File: src/rtl/pgen_pkg.sv
package pgen_pkg;

  typedef struct packed {
    logic loadSeed;
    logic advance;
  } pgenCtrl_t;

  typedef enum logic [1:0] {
    ST_IDLE = 2'd0,
    ST_RUN  = 2'd1,
    ST_FIN  = 2'd2
  } pgenState_t;

endpackage

File: src/rtl/pgen_feedback.sv
module pgen_feedback #(
  parameter int WIDTH = 16
) (
  input  logic [WIDTH-1:0] stateVal,
  input  logic [WIDTH-1:0] maskVal,
  output logic             fbBit
);

  logic [WIDTH-1:0] maskedBits;
  logic [WIDTH:0]   parityChain;

  assign maskedBits     = stateVal & maskVal;
  assign parityChain[0] = 1'b0;

  for (genvar i = 0; i < WIDTH; i++) begin : g_parity
    assign parityChain[i+1] = parityChain[i] ^ maskedBits[i];
  end

  assign fbBit = parityChain[WIDTH];

endmodule

File: src/rtl/pgen_datapath.sv
module pgen_datapath
  import pgen_pkg::*;
#(
  parameter int WIDTH = 16
) (
  input  logic             clk,
  input  logic             rst,
  input  pgenCtrl_t        ctrl,
  input  logic [WIDTH-1:0] seedIn,
  input  logic [WIDTH-1:0] maskIn,
  output logic [WIDTH-1:0] pattern,
  output logic             patValid
);

  logic [WIDTH-1:0] stateReg;
  logic [WIDTH-1:0] maskReg;
  logic             validReg;
  logic             fbBit;

  pgen_feedback #(.WIDTH(WIDTH)) u_feedback (
    .stateVal (stateReg),
    .maskVal  (maskReg),
    .fbBit    (fbBit)
  );

  always_ff @(posedge clk) begin
    if (rst) begin
      stateReg <= '0;
      maskReg  <= '0;
      validReg <= 1'b0;
    end else begin
      validReg <= ctrl.advance;
      if (ctrl.loadSeed) begin
        stateReg <= seedIn;
        maskReg  <= maskIn;
      end else if (ctrl.advance) begin
        stateReg <= {fbBit, stateReg[WIDTH-1:1]};
      end
    end
  end

  assign pattern  = stateReg;
  assign patValid = validReg;

  AST_SEED_LOAD: assert property (@(posedge clk) disable iff (rst)
    ctrl.loadSeed |=> stateReg == $past(seedIn));
  AST_SHIFT_RIGHT: assert property (@(posedge clk) disable iff (rst)
    ctrl.advance |=> stateReg[WIDTH-2:0] == $past(stateReg[WIDTH-1:1]));
  AST_FEEDBACK_PARITY: assert property (@(posedge clk) disable iff (rst)
    ctrl.advance |=> stateReg[WIDTH-1] == ^($past(stateReg) & $past(maskReg)));
  AST_MASK_HELD: assert property (@(posedge clk) disable iff (rst)
    ctrl.advance |=> maskReg == $past(maskReg));

endmodule

File: src/rtl/pgen_ctrl.sv
module pgen_ctrl
  import pgen_pkg::*;
#(
  parameter int CNT_W = 16
) (
  input  logic             clk,
  input  logic             rst,
  input  logic             startIn,
  input  logic [CNT_W-1:0] countIn,
  output pgenCtrl_t        ctrl,
  output logic             busy,
  output logic             done
);

  localparam logic [CNT_W-1:0] CNT_ONE = CNT_W'(1);

  pgenState_t       state;
  logic [CNT_W-1:0] cntLeft;
  logic             doneReg;
  logic             acceptRun;
  logic             acceptEmpty;

  always_comb begin
    acceptRun     = (state == ST_IDLE) && startIn && (countIn != '0);
    acceptEmpty   = (state == ST_IDLE) && startIn && (countIn == '0);
    ctrl.loadSeed = acceptRun;
    ctrl.advance  = (state == ST_RUN);
  end

  always_ff @(posedge clk) begin
    if (rst) begin
      state   <= ST_IDLE;
      cntLeft <= '0;
      doneReg <= 1'b0;
    end else begin
      doneReg <= acceptEmpty || (state == ST_FIN);
      case (state)
        ST_IDLE: begin
          if (acceptRun) begin
            cntLeft <= countIn;
            state   <= ST_RUN;
          end
        end
        ST_RUN: begin
          cntLeft <= cntLeft - CNT_ONE;
          if (cntLeft == CNT_ONE) state <= ST_FIN;
        end
        ST_FIN:  state <= ST_IDLE;
        default: state <= ST_IDLE;
      endcase
    end
  end

  assign busy = (state != ST_IDLE);
  assign done = doneReg;

  AST_RUN_COUNTDOWN: assert property (@(posedge clk) disable iff (rst)
    (state == ST_RUN && cntLeft != CNT_ONE) |=> (state == ST_RUN) && (cntLeft == $past(cntLeft) - CNT_ONE));
  AST_RUN_IGNORES_START: assert property (@(posedge clk) disable iff (rst)
    (state != ST_IDLE && startIn) |=> state != ST_IDLE || $past(state) == ST_FIN);
  AST_EMPTY_RUN_DONE: assert property (@(posedge clk) disable iff (rst)
    acceptEmpty |=> done && !busy);
  AST_DONE_IDLE: assert property (@(posedge clk) disable iff (rst)
    done |-> !busy);
  AST_FIN_THEN_DONE: assert property (@(posedge clk) disable iff (rst)
    (state == ST_FIN) |=> done && (state == ST_IDLE));

endmodule

File: src/rtl/pattern_gen_top.sv
module pattern_gen_top
  import pgen_pkg::*;
#(
  parameter int WIDTH = 16,
  parameter int CNT_W = 16
) (
  input  logic             clk,
  input  logic             rst,
  input  logic             start,
  input  logic [WIDTH-1:0] seedIn,
  input  logic [WIDTH-1:0] maskIn,
  input  logic [CNT_W-1:0] countIn,
  output logic             busy,
  output logic             done,
  output logic             patValid,
  output logic [WIDTH-1:0] pattern
);

  pgenCtrl_t ctrlBus;

  pgen_ctrl #(.CNT_W(CNT_W)) u_ctrl (
    .clk     (clk),
    .rst     (rst),
    .startIn (start),
    .countIn (countIn),
    .ctrl    (ctrlBus),
    .busy    (busy),
    .done    (done)
  );

  pgen_datapath #(.WIDTH(WIDTH)) u_datapath (
    .clk      (clk),
    .rst      (rst),
    .ctrl     (ctrlBus),
    .seedIn   (seedIn),
    .maskIn   (maskIn),
    .pattern  (pattern),
    .patValid (patValid)
  );

  AST_VALID_WHILE_BUSY: assert property (@(posedge clk) disable iff (rst)
    patValid |-> busy && !done);
  AST_DONE_AFTER_LAST: assert property (@(posedge clk) disable iff (rst)
    (patValid && !ctrlBus.advance) |=> done);

endmodule

File: config.mk
export PLATFORM = sky130hd
export DESIGN_NAME = pattern_gen_top
export DESIGN_NICKNAME = d
export VERILOG_FILES = /design/src/rtl/pgen_pkg.sv /design/src/rtl/pgen_feedback.sv /design/src/rtl/pgen_datapath.sv /design/src/rtl/pgen_ctrl.sv /design/src/rtl/pattern_gen_top.sv
export SDC_FILE = /design/constraint.sdc
export NUM_CORES = 1
export LEC_CHECK = 0
export BUFFER_PORTS_ARGS = -buffer_cell sky130_fd_sc_hd__buf_4
export CORE_ASPECT_RATIO = 1.5
export CORE_MARGIN = 5
export CORE_UTILIZATION = 40
export CTS_BUF_LIST = sky130_fd_sc_hd__clkbuf_4 sky130_fd_sc_hd__clkbuf_8 sky130_fd_sc_hd__clkbuf_16
export DETAILED_ROUTE_END_ITERATION = 16
export SETUP_SLACK_MARGIN = 0.05
export SLEW_MARGIN = 20
export SYNTH_ARGS = -nofsm -noshare
export SYNTH_HDL_FRONTEND = slang
export SYNTH_HIERARCHICAL = 1
export SYNTH_SLANG_ARGS = --single-unit
File: constraint.sdc
create_clock -name clk -period 7.2 [get_ports clk]
set_input_delay 1.44 -clock clk [delete_from_list [all_inputs] [get_ports clk]]
set_output_delay 1.44 -clock clk [all_outputs]
set_load 0.02 [all_outputs]
* Word-level counts from Yosys, hierarchy flattened
Index checks and enable logic that the tools add are counted.
Word-level totals: input port bits 51, output and inout bits 19, register bits 52, logic and storage cells 47
Cells by class: equality and inequality tests 5, multiplexer cells 7, add/subtract/negate cells 1, reductions and logical operators 12, bitwise gates (word level) 16
Operator list (number):
- $mux W16 | 3
- $pmux W16 S2 | 1
- $and A16 B16 Y16 | 1
- $eq A16 B1 Y1 const B | 1
- $logic_not A16 Y1 | 1
- $reduce_bool A16 Y1 | 1
- $sub A16 B1 Y16 const B | 1
- $xor A1 B1 Y1 | 15
- $reduce_bool A2 Y1 | 3
- $mux W2 | 2
- $pmux W2 S2 | 1
- $reduce_and A2 Y1 | 2
- $logic_and A1 B1 Y1 | 3
- $eq A2 B1 Y1 const B | 1
- $eq A2 B2 Y1 const B | 1
- $logic_not A2 Y1 | 1
- $ne A2 B1 Y1 const B | 1
- $ne A2 B2 Y1 const B | 1
- $logic_or A1 B1 Y1 | 1

* Logic depth before layout (Yosys ltp)
Gate-level depths: netlist (run 1).
word-level depth 18, depth in mapped cells 8, gate-level depth less buffers 7

* By module
The synthesis (run 1) kept the hierarchy.
By module, submodules not included:
- pgen_datapath | seq. area each 660.6 sq um, times used 1, cells an instance 126, area each 1343.8 sq um
- pgen_ctrl | seq. area each 380.4 sq um, times used 1, cells an instance 136, area each 1167.4 sq um
- pgen_feedback | seq. area each 0.0 sq um, times used 1, cells an instance 31, area each 191.4 sq um

* Worst setup path before layout (run 1)
No wires, ideal clock.
path kind input to register, from input countIn[11], to register u_datapath.stateReg[10], in the netlist u_datapath/pattern[10], required time 7.114 ns, arrival time 3.383 ns, buffers on the path 3, setup time 0.086 ns, setup slack 3.732 ns, stages 8, cells stage by stage or4_4 -> o41ai_4 -> inv_2 -> buf_4 -> buf_2 -> buf_2 -> nor2b_1 -> a211oi_1
On the way: longest elaborated chain between the ends 3, elaborated cells between the ends (all ways) 4, those cells by class mux: 1; reduce/logical: 3
Ends and longest elaborated chain:
- start, declared | RTL line pattern_gen_top.sv:12 | input logic [CNT_W-1:0] countIn,
- $reduce_bool A16 Y1 * | RTL line pgen_ctrl.sv:24 | acceptRun = (state == ST_IDLE) && startIn && (countIn != '0);
- $logic_and A1 B1 Y1 * | RTL line pgen_ctrl.sv:24
- named net u_ctrl.acceptRun | RTL line pgen_ctrl.sv:20 | logic acceptRun;
- $mux W16 or $reduce_bool A2 Y1 (tied branches)
- end signal, assigned | RTL line pgen_datapath.sv:34 | stateReg <= seedIn;
- end signal, assigned | RTL line pgen_datapath.sv:37 | stateReg <= {fbBit, stateReg[WIDTH-1:1]};
- end, declared | RTL line pgen_datapath.sv:15 | logic [WIDTH-1:0] stateReg;
Mark *: on every way through the listed nets, which the timed path passes. The rest lies on a longest branch. A chain may end at the register's enable or synchronous reset.

==> run_results.csv, run 1 <==
group,metric,value,unit
final_layout,area.growth.synth_to_final,23.1,%
clocking,cts_buffers,5,
yosys,ys_ff_latch,52,
yosys,yosysTopAreaCell,"dfxtp_1",
clocking,clk_pin_slew,90,ps
place,port_buffers,69,
clocking,ctsHoldBuffers,0,
final_layout,nNetsFinal,404,
timing,tns,0,ps
critical_path,cp-startpoint,"countIn[11]",
timing,max_freq,242,MHz
global_route,antenna_found_initial,0,
yosys,synth_area_per_cell,9.22,um^2
timing,slew_viol_final,0,
yosys,synth_warnings,6,
timing,fin_skew,7.51,ps
clocking,post-cts-setup-buffers,0,
clocking,clkSinkCount,52,
detailed_routing,route.final.wire_length,6.97,mm
critical_path,r2r-start,"u_ctrl/state[0]$_SDFFE_PP0P_",
floorplan,row_count,36,
clocking,clock-root-buffer,"clkbuf_8",
yosys,syn_area,0.00270,mm^2
floorplan,core_area,0.00653,mm^2
power_and_ir_drop,power_leakage,1.32,nW
timing,grt_setup_unrepaired,"no",
detailed_routing,via_count,2343,
final_layout,num_antenna_cells,0,
clocking,cts_tree,"built",
yosys,yosys.area.top_type_share,38.5,%
critical_path,critPathArrivalTime,4300,ps
power_and_ir_drop,finalPower,0.712,mW
timing,timing.final.hold_violations,0,
yosys,synth-seq-area-share,38.5,%
clocking,post_cts_resized,0,
min_path,hold_path.class,"flip-flop to flip-flop",
global_route,grt_pass1_wl,11.5,mm
clocking,h-tree-depth,2,
timing,period_needed,4140,ps
yosys,synth_area_leaders,"dfxtp_1 39%, mux2i_1 13%, a211oi_1 5.0%",
timing,setup_viol,0,
timing,tightest_slew,910,ps
final_layout,fin_area,0.00333,mm^2
critical_path,worst_setup_path_end_kind,"flip-flop",
run,drv_cap,0,
critical_path,critPathKind,"input pin to flip-flop",
critical_path,critPathRequiredTime,7360,ps
yosys,synth-async-reset-ratio,0,%
floorplan,die_x,77.1,um
power_and_ir_drop,irDropWorstVdd,0.116,mV
timing,finalHoldWorstSlack,490,ps
floorplan,die_area,0.00853,mm^2
detailed_routing,routed_via_density,5.47,
critical_path,critPathMaxFanout,40,
yosys,synth-edff-count,0,
critical_path,critical_path.startpoint_type,"input pin",
final_layout,fin_util,50.9,%
min_path,hp-start,"u_ctrl/cntLeft[14]$_SDFFE_PP0P_",
detailed_routing,wl_per_cell,16.3,um
detailed_routing,first_pass_iters,4,
floorplan,floorplan.initialDensity,41.4,%
status,status,"finished clean",
global_route,grt_max_degree,56,
floorplan,die_h,111,um
power_and_ir_drop,power.density,214,mW/mm^2
timing,finalCritPeriodShare,57.5,%
final_layout,drive_above_1_share,25.0,%
yosys,synthCells,293,
global_route,grt-ovfl-total,0,
timing,slew_headroom,39.3,%
place,dp_hpwl,5.12,mm
yosys,synth_top_flop_cell,"dfxtp_1",
detailed_routing,drcViolationCount,0,
clocking,clock_latency,300,ps
place,dpl_cell_area,0.00321,mm^2
yosys,yosysUniqueCellTypes,50,
global_route,first_global_vias,2332,
floorplan,io_pins,70,
detailed_routing,drt_iter0_drc,146,
place,gp_congestion,0.791,
global_route,grt_use_total,16.3,%
detailed_routing,postRouteAntennaNets,0,
yosys,synth_nets,346,
critical_path,r2r_slack,4110,ps
clocking,cts.path.max_buffers,2,
==> registers in the layout, summed over array words and instances (netlist names) <==
signal,count
u_datapath/maskReg,16
u_ctrl/cntLeft,16
u_ctrl/state,2
u_datapath/pattern,16
u_datapath/patValid,1
u_ctrl/done,1
==> metal layers <==
layer / track usage (%) / wire length [um]
met3: 3.58 / 378
met5: 0 / 0
met1: 19.8 / 2880
met4: 5.16 / 102
met2: 28.4 / 3610
==> critical path: stages <==
cell,delay (ps)
buf_4,110
or4_4,560
o41ai_4,850
inv_2,570
inv_1,590
a211oi_1,150
==> cells in the mapped netlist, types with 2 or more instances <==
cell type / n
inv_1: 7
nor3b_1: 2
nor3_1: 5
xor2_1: 3
clkbuf_1: 10
nor4b_1: 3
a31oi_1: 7
buf_6: 2
nand2b_1: 4
dfxtp_1: 52
ha_1: 2
a21oi_1: 7
nand3b_1: 2
nor2b_1: 17
nand4_1: 2
mux2i_1: 34
and3b_1: 2
or3_1: 3
nor4_1: 5
nor2_1: 24
buf_2: 3
o211ai_1: 4
or4_4: 3
nand2_1: 23
xnor2_1: 13
a2bb2oi_1: 3
nand3_1: 8
buf_4: 2
or4_1: 3
a211oi_1: 18
==> report_power, final <==
part,switching [mW],internal (mW),leakage [nW]
clock,0.0965,0.114,0.0614
combinational,0.0842,0.0798,0.831
sequential,0.0260,0.312,0.429
total,0.207,0.506,1.32
==> final timing paths <==
path	end	depth (start not counted)
hold / removal	u_ctrl/cntLeft[14]$_SDFFE_PP0P_	2
setup reg to reg	u_datapath/pattern[0]$_SDFFE_PP0P_	5
hold reg to reg	u_ctrl/cntLeft[14]$_SDFFE_PP0P_	2
setup / recovery	u_datapath/pattern[0]$_SDFFE_PP0P_	6
==> cells in the final DEF (no fill, tap or decap), types with 3 or more instances in the layout <==
master     instances
dfxtp_1           52
a211oi_1          18
nand2_1           23
xnor2_1           13
a21oi_1            7
inv_1              7
nor2b_1           17
xor2_1             3
nand2b_1           4
o211ai_1           4
nor4_1             5
buf_4             69
nor2_1            24
or4_1              3
a31oi_1            7
or4_4              3
a2bb2oi_1          3
nor3_1             5
or3_1              3
nor4b_1            3
clkbuf_8           6
mux2i_1           34
nand3_1            8
==> cells by family (layout without fill, tap and decap cells) <==
logic type | Yosys count | in the layout | synth area share (%)
AO/OA/AOI/OAI | 49 | 49 | 14.0
XOR/XNOR | 16 | 16 | 5.19
multiplexers | 35 | 35 | 13.0
buffers and inverters | 26 | 85 | 5.19
adder cells (fa/ha/maj) | 2 | 2 | 0.926
flip-flops | 52 | 52 | 38.5
AND/OR/NAND/NOR | 113 | 113 | 23.2
==> layout make-up <==
cell class | instances | area, um^2
clock inverter | 2 | 38.8
multi-input combinational | 215 | 1520
clock buffer | 6 | 82.6
fill | 636 | 3200
tap | 76 | 95.1
timing repair buffer | 69 | 518
sequential | 52 | 1040
inverter | 8 | 30.0
==> metrics by stage <==
stage               instances  worst slack [ps]
finish                    428              3060
global route              428              2860
CTS                       428              3070
detailed placement        420              2730
global placement          420              2770
floorplan                 293              3730
No activity file was read; power rests on OpenSTA's default activity.
==> run 2, diff against run 1 <==
==> constraint.sdc (replaced) <==
create_clock -name clk -period 4 [get_ports clk]
set_input_delay 0.8 -clock clk [delete_from_list [all_inputs] [get_ports clk]]
set_output_delay 0.8 -clock clk [all_outputs]
set_load 0.02 [all_outputs]
==> run_results.csv, run 2 (same netlist as run 1, synthesis figures left out) <==
group,metric,value,unit
status,status,"finished clean",
timing,max_freq,373,MHz
place,gp_congestion,0.855,
detailed_routing,drt-met1-wl,2.96,mm
critical_path,critical_path.startpoint_type,"input pin",
timing,slew_headroom,35.1,%
final_layout,area.growth.synth_to_final,22.6,%
detailed_routing,drcViolationCount,0,
detailed_routing,routed_via_density,5.47,
timing,period_needed,2680,ps
final_layout,num_antenna_cells,0,
global_route,antenna_found_initial,0,
critical_path,worst_setup_path_end_kind,"flip-flop",
power_and_ir_drop,irDropWorstVdd,0.171,mV
detailed_routing,postRouteAntennaNets,0,
detailed_routing,wl_per_cell,16.7,um
critical_path,crit_chain,"buf_4 -> or4_4 -> o41ai_4 -> buf_4 -> inv_2 -> buf_4 -> nor2b_1 -> a211oi_1",
detailed_routing,drt_iter0_drc,137,
min_path,hold_path.class,"flip-flop to flip-flop",
global_route,grt-ovfl-total,0,
clocking,cts_tree,"built",
place,dp_cells,422,
power_and_ir_drop,power.density,368,mW/mm^2
clocking,clock_latency,300,ps
clocking,ctsHoldBuffers,0,
floorplan,die_area,0.00853,mm^2
power_and_ir_drop,power_leakage,1.32,nW
critical_path,critPathArrivalTime,2890,ps
critical_path,critPathKind,"input pin to flip-flop",
timing,timing.final.hold_violations,0,
power_and_ir_drop,finalPower,1.22,mW
final_layout,final_common_cell,"buf_4",
detailed_routing,met3_length,358,um
final_layout,fin_util,50.7,%
critical_path,path_common_cell,"buf_4",
global_route,first_global_vias,2369,
clocking,clock-root-buffer,"clkbuf_8",
timing,fin_skew,4.85,ps
timing,finalCritPeriodShare,66.9,%
power_and_ir_drop,p_int,0.846,mW
clocking,post_cts_resized,0,
global_route,grt_use_total,16.6,%
final_layout,nNetsFinal,406,
power_and_ir_drop,combPwrFrac,24.3,%
floorplan,die_x,77.1,um
power_and_ir_drop,pwr-share-clk,25.7,%
detailed_routing,highest_layer,"met4",
floorplan,core_area,0.00653,mm^2
final_layout,fillers,648,
clocking,cts.path.max_buffers,2,
place,port_buffers,69,
critical_path,critPathRequiredTime,4210,ps
timing,slew_viol_final,0,
detailed_routing,route.final.wire_length,7.20,mm
clocking,h-tree-depth,2,
final_layout,final_cell_mix,"71 x buf_4, 52 x dfxtp_1, 34 x mux2i_1, 24 x nor2_1, 23 x nand2_1",
clocking,post-cts-setup-buffers,0,
critical_path,crit_path_top_delay_cell,"or4_4",
clocking,clkSinkCount,52,
place,dp_hpwl,5.27,mm
run,drv_cap,0,
global_route,grt_pass1_wl,11.7,mm
timing,tns,0,ps
final_layout,drive_above_1_share,25.4,%
floorplan,floorplan.initialDensity,41.4,%
floorplan,row_count,36,
critical_path,cp_slowest_stage_delay,560,ps
timing,tightest_slew,973,ps
clocking,clk_pin_slew,90,ps
detailed_routing,first_pass_iters,4,
critical_path,critPathMaxFanout,32,
power_and_ir_drop,p_switching,0.374,mW
power_and_ir_drop,switching_share,30.7,%
timing,setup_viol,0,
clocking,cts_buffers,5,
floorplan,io_pins,70,
detailed_routing,via_count,2350,
power_and_ir_drop,seq_power_share,49.9,%
global_route,grt_max_degree,56,
detailed_routing,wl_met2,3.71,mm
timing,grt_setup_unrepaired,"no",
floorplan,die_h,111,um
final_layout,instances_no_fill,430,
-- run 2: cell count changes in the layout (fill, tap and decap cells not counted) --
cell	delta
clkinv_4	-1
bufinv_16	-1
buf_4	+2
clkinv_2	+2
-- run 2: power by group through the flow --
stage               clock network (mW)  logic [mW]  registers, mW
finish                           0.314       0.297          0.609
global route                     0.343       0.324          0.617
CTS                              0.326       0.299          0.609
detailed placement                   0       0.298          0.621
global placement                     0       0.296          0.621
floorplan                            0       0.184          0.626
-- run 2: cell type report --
cell class | count | area, um^2 | share of cell area (%)
clock inverter | 2 | 10.0 | 0.302
timing repair buffer | 71 | 533 | 16.1
sequential | 52 | 1040 | 31.4
multi-input combinational | 215 | 1520 | 45.9
tap | 76 | 95.1 | 2.87
clock buffer | 6 | 82.6 | 2.49
inverter | 8 | 30.0 | 0.906
-- run 2: critical path: cells and delay by family --
kind | cells | cell delay [ps]
buffers and inverters | 4 | 780
and+or+nand+nor | 2 | 740
AOI/OAI and AO/OA | 2 | 550
-- run 2: metal layers --
layer,track usage [%],vias up
li1,-,1179
met1,19.3,1091
met2,29.5,68
met3,3.41,12
met4,6.08,0
met5,0,-
-- run 2: worst paths after layout --
check / cells past startpoint / startpoint / slack [ps] / endpoint
worst min-delay path: 2 / u_ctrl/cntLeft[14]$_SDFFE_PP0P_ / 480 / u_ctrl/cntLeft[14]$_SDFFE_PP0P_
worst min register to register: 2 / u_ctrl/cntLeft[14]$_SDFFE_PP0P_ / 480 / u_ctrl/cntLeft[14]$_SDFFE_PP0P_
worst max register to register: 7 / u_ctrl/state[0]$_SDFFE_PP0P_ / 1500 / u_datapath/maskReg[15]$_SDFFE_PP0P_
worst max-delay path: 8 / countIn[11] / 1320 / u_datapath/pattern[7]$_SDFFE_PP0P_
-- run 2: per-stage QoR --
stage	cell area [um^2]	setup WS, ps	hold WS, ps
after floorplan	2700	1170	452
after global placement	3220	1050	470
after detailed placement	3220	1020	473
after CTS	3310	1340	483
after global routing	3310	1190	531
final	3310	1320	481
